<file path="src/rtl/i2c_pkg.sv">
package i2c_pkg;
  typedef enum logic [1:0] {
    CMD_START = 2'd0,
    CMD_WRITE = 2'd1,
    CMD_READ  = 2'd2,
    CMD_STOP  = 2'd3
  } cmd_e;

  typedef enum logic [3:0] {
    ST_IDLE, ST_STA_A, ST_STA_B, ST_STA_C, ST_HOLD,
    ST_BIT_LO, ST_BIT_HI, ST_STO_A, ST_STO_B, ST_STO_C
  } state_e;

  typedef struct packed {
    logic       irq_en;
    logic [2:0] spare;
    logic [1:0] bd;
    logic [1:0] ps;
  } mode_t;
endpackage

</file>
<file path="src/rtl/i2c_sync.sv">
module i2c_sync #(
  parameter int unsigned STAGES    = 2,
  parameter logic        RESET_VAL = 1'b1
) (
  input  logic clk_i,
  input  logic rst_ni,
  input  logic d_i,
  output logic q_o
);
  logic [STAGES-1:0] pipe_q;

  generate
    if (STAGES == 1) begin : g_one
      always_ff @(posedge clk_i or negedge rst_ni)
        if (!rst_ni) pipe_q <= RESET_VAL;
        else         pipe_q <= d_i;
    end else begin : g_many
      always_ff @(posedge clk_i or negedge rst_ni)
        if (!rst_ni) pipe_q <= {STAGES{RESET_VAL}};
        else         pipe_q <= {pipe_q[STAGES-2:0], d_i};
    end
  endgenerate

  assign q_o = pipe_q[STAGES-1];
endmodule

</file>
<file path="src/rtl/i2c_rate_gen.sv">
module i2c_rate_gen #(
  parameter int unsigned BASE_DIV = 2
) (
  input  logic       clk_i,
  input  logic       rst_ni,
  input  logic       en_i,
  input  logic [1:0] ps_i,
  input  logic [1:0] bd_i,
  output logic       tick_o
);
  localparam int unsigned PRE_MAX = 8;
  localparam int unsigned PW      = $clog2(PRE_MAX);
  localparam int unsigned DIV_MAX = BASE_DIV * 8;
  localparam int unsigned DW      = $clog2(DIV_MAX + 1);

  logic [PW-1:0] pcnt_q, pre_lim;
  logic [DW-1:0] dcnt_q, div_lim;
  logic          pre_last;

  always_comb begin
    pre_lim  = PW'((32'd1 << ps_i) - 32'd1);
    div_lim  = DW'((BASE_DIV << bd_i) - 32'd1);
    pre_last = (pcnt_q >= pre_lim);
    tick_o   = en_i && pre_last && (dcnt_q >= div_lim);
  end

  // counters rest at zero between phases so each phase starts a full count
  always_ff @(posedge clk_i or negedge rst_ni) begin
    if (!rst_ni) begin
      pcnt_q <= '0;
      dcnt_q <= '0;
    end else if (!en_i) begin
      pcnt_q <= '0;
      dcnt_q <= '0;
    end else if (pre_last) begin
      pcnt_q <= '0;
      dcnt_q <= tick_o ? '0 : dcnt_q + 1'b1;
    end else begin
      pcnt_q <= pcnt_q + 1'b1;
    end
  end
endmodule

</file>
<file path="src/rtl/i2c_byte_fsm.sv">
module i2c_byte_fsm
  import i2c_pkg::*;
(
  input  logic       clk_i,
  input  logic       rst_ni,
  input  logic       tick_i,
  input  logic       cmd_valid_i,
  input  cmd_e       cmd_i,
  input  logic [7:0] tx_data_i,
  input  logic       ack_send_i,
  input  logic       sda_i,
  output logic       run_o,
  output logic       scl_oe_o,
  output logic       sda_oe_o,
  output logic [7:0] rx_data_o,
  output logic       ack_o,
  output logic       done_o,
  output logic       busy_o,
  output logic       ready_o
);
  state_e     state_q, state_d;
  logic [3:0] bit_q;
  logic [7:0] sh_q;
  logic       rd_q, mack_q, ack_q, done_q, scl_q, sda_q;
  logic       start_ok, hold_ok, last_bit, sda_want, scl_low_d;

  assign start_ok = cmd_valid_i && (cmd_i == CMD_START) && (state_q == ST_IDLE);
  assign hold_ok  = cmd_valid_i && (cmd_i != CMD_START) && (state_q == ST_HOLD);
  assign last_bit = (bit_q == 4'd8);

  always_comb begin
    state_d = state_q;
    unique case (state_q)
      ST_IDLE:   if (start_ok) state_d = ST_STA_A;
      ST_STA_A:  if (tick_i) state_d = ST_STA_B;
      ST_STA_B:  if (tick_i) state_d = ST_STA_C;
      ST_STA_C:  if (tick_i) state_d = ST_HOLD;
      ST_HOLD:   if (hold_ok) state_d = (cmd_i == CMD_STOP) ? ST_STO_A : ST_BIT_LO;
      ST_BIT_LO: if (tick_i) state_d = ST_BIT_HI;
      ST_BIT_HI: if (tick_i) state_d = last_bit ? ST_HOLD : ST_BIT_LO;
      ST_STO_A:  if (tick_i) state_d = ST_STO_B;
      ST_STO_B:  if (tick_i) state_d = ST_STO_C;
      ST_STO_C:  if (tick_i) state_d = ST_IDLE;
      default:   state_d = ST_IDLE;
    endcase
  end

  always_comb begin
    scl_low_d = (state_d == ST_STA_C) || (state_d == ST_HOLD) ||
                (state_d == ST_BIT_LO) || (state_d == ST_STO_A);
    unique case (state_q)
      ST_STA_B, ST_STA_C, ST_STO_A, ST_STO_B: sda_want = 1'b1;
      ST_HOLD:                                sda_want = sda_q;
      ST_BIT_LO, ST_BIT_HI:
        if (last_bit) sda_want = rd_q & mack_q;
        else          sda_want = ~rd_q & ~sh_q[7];
      default:                                sda_want = 1'b0;
    endcase
  end

  always_ff @(posedge clk_i or negedge rst_ni) begin
    if (!rst_ni) begin
      state_q <= ST_IDLE;
      bit_q   <= '0;
      sh_q    <= '0;
      rd_q    <= 1'b0;
      mack_q  <= 1'b0;
      ack_q   <= 1'b0;
      done_q  <= 1'b0;
      scl_q   <= 1'b0;
      sda_q   <= 1'b0;
    end else begin
      state_q <= state_d;
      scl_q   <= scl_low_d;
      // SDA lags one cycle behind the state so it moves only after SCL is low
      if (state_q != ST_BIT_HI) sda_q <= sda_want;
      if (start_ok || hold_ok) done_q <= 1'b0;
      if (hold_ok && (cmd_i != CMD_STOP)) begin
        sh_q   <= tx_data_i;
        bit_q  <= '0;
        rd_q   <= (cmd_i == CMD_READ);
        mack_q <= ack_send_i;
      end
      if (tick_i && (state_q == ST_BIT_HI)) begin
        if (last_bit) begin
          ack_q  <= sda_i;
          done_q <= 1'b1;
        end else begin
          sh_q  <= {sh_q[6:0], sda_i};
          bit_q <= bit_q + 1'b1;
        end
      end
    end
  end

  assign ready_o   = (state_q == ST_IDLE) || (state_q == ST_HOLD);
  assign run_o     = ~ready_o;
  assign busy_o    = (state_q != ST_IDLE);
  assign scl_oe_o  = scl_q;
  assign sda_oe_o  = sda_q;
  assign rx_data_o = sh_q;
  assign ack_o     = ack_q;
  assign done_o    = done_q;
endmodule

</file>
<file path="src/rtl/i2c_byte_master.sv">
module i2c_byte_master
  import i2c_pkg::*;
#(
  parameter int unsigned BASE_DIV    = 2,
  parameter int unsigned SYNC_STAGES = 2
) (
  input  logic       clk_i,
  input  logic       rst_ni,
  input  logic       mode_we_i,
  input  logic [7:0] mode_wdata_i,
  output logic [7:0] mode_o,
  input  logic       cmd_valid_i,
  input  logic [1:0] cmd_i,
  input  logic [7:0] tx_data_i,
  input  logic       ack_send_i,
  output logic [7:0] rx_data_o,
  output logic       ack_o,
  output logic       done_o,
  output logic       irq_o,
  output logic       busy_o,
  output logic       ready_o,
  output logic       scl_oe_o,
  output logic       sda_oe_o,
  input  logic       sda_i
);
  mode_t mode_q;
  logic  sda_s, tick, run, done;

  always_ff @(posedge clk_i or negedge rst_ni)
    if (!rst_ni)        mode_q <= '0;
    else if (mode_we_i) mode_q <= mode_t'(mode_wdata_i);

  i2c_sync #(.STAGES(SYNC_STAGES), .RESET_VAL(1'b1)) u_sync (
    .clk_i(clk_i), .rst_ni(rst_ni), .d_i(sda_i), .q_o(sda_s)
  );

  i2c_rate_gen #(.BASE_DIV(BASE_DIV)) u_rate (
    .clk_i(clk_i), .rst_ni(rst_ni), .en_i(run),
    .ps_i(mode_q.ps), .bd_i(mode_q.bd), .tick_o(tick)
  );

  i2c_byte_fsm u_fsm (
    .clk_i(clk_i), .rst_ni(rst_ni), .tick_i(tick),
    .cmd_valid_i(cmd_valid_i), .cmd_i(cmd_e'(cmd_i)),
    .tx_data_i(tx_data_i), .ack_send_i(ack_send_i), .sda_i(sda_s),
    .run_o(run), .scl_oe_o(scl_oe_o), .sda_oe_o(sda_oe_o),
    .rx_data_o(rx_data_o), .ack_o(ack_o), .done_o(done),
    .busy_o(busy_o), .ready_o(ready_o)
  );

  assign done_o = done;
  assign irq_o  = done & mode_q.irq_en;
  assign mode_o = mode_q;
endmodule

</file>
<file path="config.mk">
export PLATFORM = sky130hd
export DESIGN_NAME = i2c_byte_master
export DESIGN_NICKNAME = d
export VERILOG_FILES = /design/src/rtl/i2c_pkg.sv /design/src/rtl/i2c_sync.sv /design/src/rtl/i2c_rate_gen.sv /design/src/rtl/i2c_byte_fsm.sv /design/src/rtl/i2c_byte_master.sv
export SDC_FILE = /design/constraint.sdc
export NUM_CORES = 1
export LEC_CHECK = 0
export BUFFER_PORTS_ARGS = -buffer_cell sky130_fd_sc_hd__buf_4
export CORE_MARGIN = 2
export CORE_UTILIZATION = 30
export DETAILED_ROUTE_END_ITERATION = 7
export PLACE_DENSITY = 0.51
export SYNTH_ARGS = -nofsm -noshare
export SYNTH_HDL_FRONTEND = slang
export SYNTH_HIERARCHICAL = 1
export SYNTH_SLANG_ARGS = --single-unit
</file>
<file path="constraint.sdc">
create_clock -name clk_i -period 6.55 [get_ports clk_i]
set_input_delay 0.9825 -clock clk_i [delete_from_list [all_inputs] [get_ports clk_i]]
set_output_delay 0.9825 -clock clk_i [all_outputs]
set_load 0.005 [all_outputs]
</file>
# After elaboration in Yosys (flattened, before gate mapping)
# Index checks and enable logic that the tools add are counted.
[totals] regBits=40 input_bits=24 out_inout_bits=23 wordCells=101
[op_classes] addsub=5 magnitude_cmp=2 n_eq_ne=18 n_shift=2 muxes=29 n_bitwise=7 reduce_logical=22
[ops] op="4-bit two-way mux" count=13
[ops] op="4-bit one-hot mux with 10 select lines" count=1
[ops] op="4-bit by 3-bit equality test with 1-bit output, second input constant" count=7
[ops] op="8-bit two-way mux" count=3
[ops] op="5-bit two-way mux" count=3
[ops] op="4-bit by 2-bit equality test with 1-bit output, second input constant" count=3
[ops] op="4-bit equality test, second input constant" count=3
[ops] op="1-bit logical AND" count=8
[ops] op="3-bit two-way mux" count=2
[ops] op="5-bit by 1-bit adder with 5-bit output, second input constant" count=1
[ops] op="5-bit greater-or-equal comparator" count=1
[ops] op="1-bit logical OR" count=5
[ops] op="1-bit two-way mux" count=5
[ops] op="2-bit by 2-bit left shift with 5-bit output, first input constant" count=1
[ops] op="5-bit by 1-bit subtractor with 5-bit output, second input constant" count=1
[ops] op="4-bit by 1-bit adder with 4-bit output, second input constant" count=1
[ops] op="2-bit equality test, second input constant" count=2
[ops] op="4-bit by 1-bit equality test with 1-bit output, second input constant" count=1
[ops] op="4-bit logical NOT" count=1
[ops] op="4-bit by 3-bit != test with 1-bit output, second input constant" count=1
[ops] op="1-bit NOT" count=4
[ops] op="2-bit AND reduction" count=2
[ops] op="2-bit nonzero test" count=2
[ops] op="4-bit nonzero test" count=1
[ops] op="11 further kinds" count=13

# Longest topological paths before layout
[logic_depth] ltp_word=11 ltp_mapped=11

# Hierarchy
# Netlist, hierarchy kept.
[modules_own_cells] mod="i2c_byte_fsm" n_inst=1 cells_per_inst=124 area_per_inst_um2=1266.2
[modules_own_cells] mod="i2c_rate_gen" n_inst=1 cells_per_inst=65 area_per_inst_um2=590.6
[modules_own_cells] mod="i2c_byte_master" n_inst=1 cells_per_inst=18 area_per_inst_um2=337.8
[modules_own_cells] mod="i2c_sync" n_inst=1 cells_per_inst=2 area_per_inst_um2=52.6

# Least setup slack after synthesis
# OpenSTA, ideal clock, no wires.
[synth_path] path_type="reg-to-reg" from="reg mode_q, in the netlist mode_o[0]" to="reg u_fsm.ack_q, in the netlist u_fsm/ack_o" setup_time_ps=128 arrival_ps=2407 t_required_ps=6422 slack_ps=4016 stages_incl_launch_ff=11 n_path_buf=1 cell_sequence="dfrtp_1 > or2_2 > ha_1 > nor2b_1 > o21ai_2 > and3_1 > nand2b_4 > or2_1 > buf_2 > nor2b_2 > mux2_1"
[synth_between] elab_chain_len=7
[synth_lines] element="start: declaration" line_no="i2c_byte_master.sv:26" rtl="mode_t mode_q;"
[synth_lines] element="start signal: assignment" line_no="i2c_byte_master.sv:31" rtl="else if (mode_we_i) mode_q <= mode_t'(mode_wdata_i);"
[synth_lines] element="1-bit by 2-bit left shift with 3-bit output" line_no="i2c_rate_gen.sv:21" rtl="pre_lim = PW'((32'd1 << ps_i) - 32'd1);"
[synth_lines] element="3-bit by 1-bit subtractor with 3-bit output" line_no="i2c_rate_gen.sv:21"
[synth_lines] element="3-bit greater-or-equal comparator" line_no="i2c_rate_gen.sv:23" rtl="pre_last = (pcnt_q >= pre_lim);"
[synth_lines] element="1-bit logical AND (2 in a row)" line_no="i2c_rate_gen.sv:24" rtl="tick_o = en_i && pre_last && (dcnt_q >= div_lim);"
[synth_lines] element="net tick" line_no="i2c_byte_master.sv:27" rtl="logic sda_s, tick, run, done;"
[synth_lines] element="1-bit logical AND" line_no="i2c_byte_fsm.sv:84" rtl="if (tick_i && (state_q == ST_BIT_HI)) begin"
[synth_lines] element="2-bit AND reduction (no source line)"
[synth_lines] element="end signal: assignment" line_no="i2c_byte_fsm.sv:86" rtl="ack_q <= sda_i;"
[synth_lines] element="end: declaration" line_no="i2c_byte_fsm.sv:24" rtl="logic rd_q, mack_q, ack_q, done_q, scl_q, sda_q;"
# The timed path passes the listed nets, and every way through them passes these cells.
# A chain may end at the register's enable or synchronous reset.

# Worst setup path in the final report
[layout_path] from="reg mode_q, in the netlist mode_o[0]" to="reg u_fsm.bit_q[0]"
[layout_between] elab_chain_len=7
[layout_lines] element="1-bit by 2-bit left shift with 3-bit output" line_no="i2c_rate_gen.sv:21"
[layout_lines] element="3-bit by 1-bit subtractor with 3-bit output" line_no="i2c_rate_gen.sv:21"
[layout_lines] element="3-bit greater-or-equal comparator" line_no="i2c_rate_gen.sv:23"
[layout_lines] element="1-bit logical AND (2 in a row)" line_no="i2c_rate_gen.sv:24"
[layout_lines] element="net tick" line_no="i2c_byte_master.sv:27"
[layout_lines] element="1-bit logical AND" line_no="i2c_byte_fsm.sv:84"
[layout_lines] element="4-bit two-way mux" line_no="i2c_byte_fsm.sv:84"
[layout_lines] element="end signal: assignment" line_no="i2c_byte_fsm.sv:90" rtl="bit_q <= bit_q + 1'b1;"
[layout_lines] element="end: declaration" line_no="i2c_byte_fsm.sv:22" rtl="logic [3:0] bit_q;"
# The timed path passes the listed nets, and every way through them passes these cells.

==> key figures <==
Clock tree
  • H-tree lvl count: 2
  • Sink Count: 40
  • CTS Buf Count: 5
  • Clk_lat worst skew: roughly 290 ps
  • CTS max path bufs: 2
  • Post_cts resized: 0
  • Setup bufs post-CTS: 0
  • CTS root buffer: clkbuf_8
  • CTS tree: yes
  • Hold_buf cts: 0
  • Clock Pin Slew Worst Setup and Hold Paths: around 80 ps

Synthesis
  • Most common cell in the netlist: dfrtp_1
  • Number of enable flip-flop cells after synthesis: 0
  • Synth Flop Type: dfrtp_1
  • Post-synth ARST share: 1.000
  • Synth top area cells: dfrtp_1 (42%), ha_1 (6.1%), mux2_4 (5.3%), mux2i_1 (4.0%), nand2_1 (3.5%)
  • Yosys cell types: 56
  • Post-synth top cells: dfrtp_1 (38), nand2_1 (21), inv_1 (13)
  • Syn_area_per_cell: ~11 um^2
  • Syn. warnings: 6
  • Post-synth top area share: 0.4232
  • Yosys top cell by area: dfrtp_1
  • Register bit total from synthesis: 40
  • Seq/Total Area, Yosys: 0.4465
  • Mapped Cells: about 210
  • Mapped Area: about 0.0022 mm^2
  • Synthesized Nets: 244

Worst setup path
  • Startpoint Class: register
  • CP arrival: slightly below 3000 ps
  • WP data required: about 6700 ps
  • Critical Path End Type: register
  • Critical path type: reg2reg
  • CP Max Fanout: 19

Floorplan
  • Die area: about 0.008 mm^2
  • Core region area: just over 0.007 mm^2
  • Die X: between 90 and 100 um
  • Row count: 31
  • IO Pins: between 40 and 50
  • Die H: 90.55 um
  • Starting Density: 0.3098

Layout
  • Layout Cell Area excl Fill: 0.002750 mm^2
  • Nets: between 200 and 300
  • Filler cells: about 740
  • Layout area overhead: 22.38%
  • Ant. Diodes: 0
  • Layout cells sized above 1: 0.3110

STA
  • Fmax: between 300 and 400 MHz
  • Final Skew: roughly 11 ps
  • Unrepaired setup endpoints after global routing: no
  • Pin slew with the least headroom to its limit: between 600 and 700 ps
  • Final min period: between 2000 and 3000 ps
  • Final hold vios: 0
  • Max Transition Viols Final: 0
  • Relative slew slack: 0.5771
  • Setup TNS: 0 ps
  • Crit share post-route: 0.4164
  • Final setup vio count: 0

Routing
  • Via count of the routed design: between 1500 and 2000
  • # DRC: 0
  • Final wirelength: around 4600 um
  • Pre-Repair DR Iteration Count: 4
  • Post-route antenna net violation count: 0
  • Vias per inst: 4.754
  • Initial DRC count: just over 50
  • WL per Instance: approximately 13 um

Global route
  • First-pass GRT wire length: roughly 8000 um
  • Initial antenna violation count: 0
  • Number of global-route vias before repair: between 1500 and 2000
  • Largest net degree at the start of global routing: between 40 and 50
  • Overall Global Routing Usage: 0.1193
  • Overflow after GRT: 0

Pwr
  • Maximum vdd drop: roughly 0.00013 V
  • Total Power: approximately 1.1 mW
  • Leak Pwr: roughly 1.3 nW
  • PD cells: around 380 mW/mm^2

Run status
  • Status: complete, no violations

Placed design
  • Placer Congestion: 0.7259
  • Area post-placement: ~0.0026 mm^2
  • Port bufs: 46
  • Dpl hpwl: ~3400 um

Min path
  • Worst min path class: reg2reg

Job
  • Max-cap check violation count: 0
## sequential cells by signal (all words and copies together) (netlist names)
| signal | flops |
|---|---|
| mode_o | 8 |
| u_fsm/rx_data_o | 8 |
| u_rate/dcnt_q | 5 |
| u_fsm/bit_q | 4 |
| u_fsm/state_q | 4 |
| u_rate/pcnt_q | 3 |
| u_sync/pipe_q | 2 |
| u_fsm/ack_o | 1 |
| u_fsm/done_o | 1 |
| u_fsm/mack_q | 1 |
| u_fsm/rd_q | 1 |
| u_fsm/scl_oe_o | 1 |
| u_fsm/sda_oe_o | 1 |
## cells in the final DEF (no fill, tap or decap), types with 5 or more instances in the layout
master and count:
buf_4 46, nand4_1 7, o21ai_1 11, dfrtp_1 38, nand3_1 7, mux2i_1 9
nor2_1 11, mux2_4 8, a21oi_1 6, clkbuf_8 5, inv_1 13, ha_1 11
nand2_1 21
## critical path: stages, from the launching register on
cell      delay (ps)
dfrtp_1          400
or2_2            300
ha_1             280
nor2b_1           50
o21ai_2          280
and3_1           360
nand2b_4         110
nor3_4           550
nand3b_1         190
o31ai_1           80
## metrics by stage
stage,std cells,utilization,hold slack [ps],worst slack [ps]
2_1_floorplan,209,-,345.2,4016
4_1_cts,353,0.3792,360.1,3788
5_1_grt,353,0.3792,367.5,3574
6_report,353,0.3792,357.5,3822
3_5_place_dp,345,0.3643,348.2,3806
3_3_place_gp,345,0.3643,346.5,3858
## metal layers
metal | global-route usage | share of wire | up-vias | wire length [um]
met2 | 0.1803 | 0.46 | 38 | 2076
met1 | 0.1674 | 0.49 | 801 | 2232
met5 | 0 | 0 | - | 0
met3 | 0.02588 | 0.041 | 6 | 187
li1 | - | - | 833 | -
met4 | 0.04359 | 0.012 | 0 | 56
## final timing paths
check / start / to / slack, ps / cells past startpoint
max: mode_o[0] / u_fsm/bit_q[0] / 3820 / 9
min: u_sync/pipe_q[0] / u_sync/pipe_q[1] / 360 / 0
max reg2reg: mode_o[0] / u_fsm/bit_q[0] / 3820 / 9
min reg2reg: u_sync/pipe_q[0] / u_sync/pipe_q[1] / 360 / 0
max in group asynchronous: rst_ni / u_sync/pipe_q[1] / 5520 / 1
min in group asynchronous: rst_ni / mode_o[4] / 660 / 1
## report_power, final
| group | switching (mW) | internal [mW] | total (mW) | leakage (nW) |
|---|---|---|---|---|
| Sequential | 0.0898 | 0.326 | 0.416 | 0.498 |
| Clock | 0.0867 | 0.113 | 0.200 | 0.0552 |
| Combinational | 0.217 | 0.218 | 0.435 | 0.788 |
| Total | 0.393 | 0.657 | 1.05 | 1.34 |
## cell families (layout without fill, tap and decap cells)
logic type	Yosys count	count (layout)	share of synthesized area
fa+ha+maj	11	11	0.06125
simple gates	73	73	0.1943
buf+inv	23	68	0.05624
compound gates	39	39	0.1247
flops	40	40	0.4465
xor+xnor	3	3	0.01169
other cells	1	1	0.001669
mux	19	19	0.1036
## final cells by class
class                      count  area (um^2)  share of cell area
clock inverter                 2        35.03             0.01274
multi-input combinational    146         1117              0.4063
sequential                    40         1003              0.3649
clock buffer                   6        72.57             0.02639
inverter                      14        52.55             0.01911
timing repair buffer          46        345.3              0.1256
tap                           99        123.9             0.04504
(Power assumes the default switching activity.)
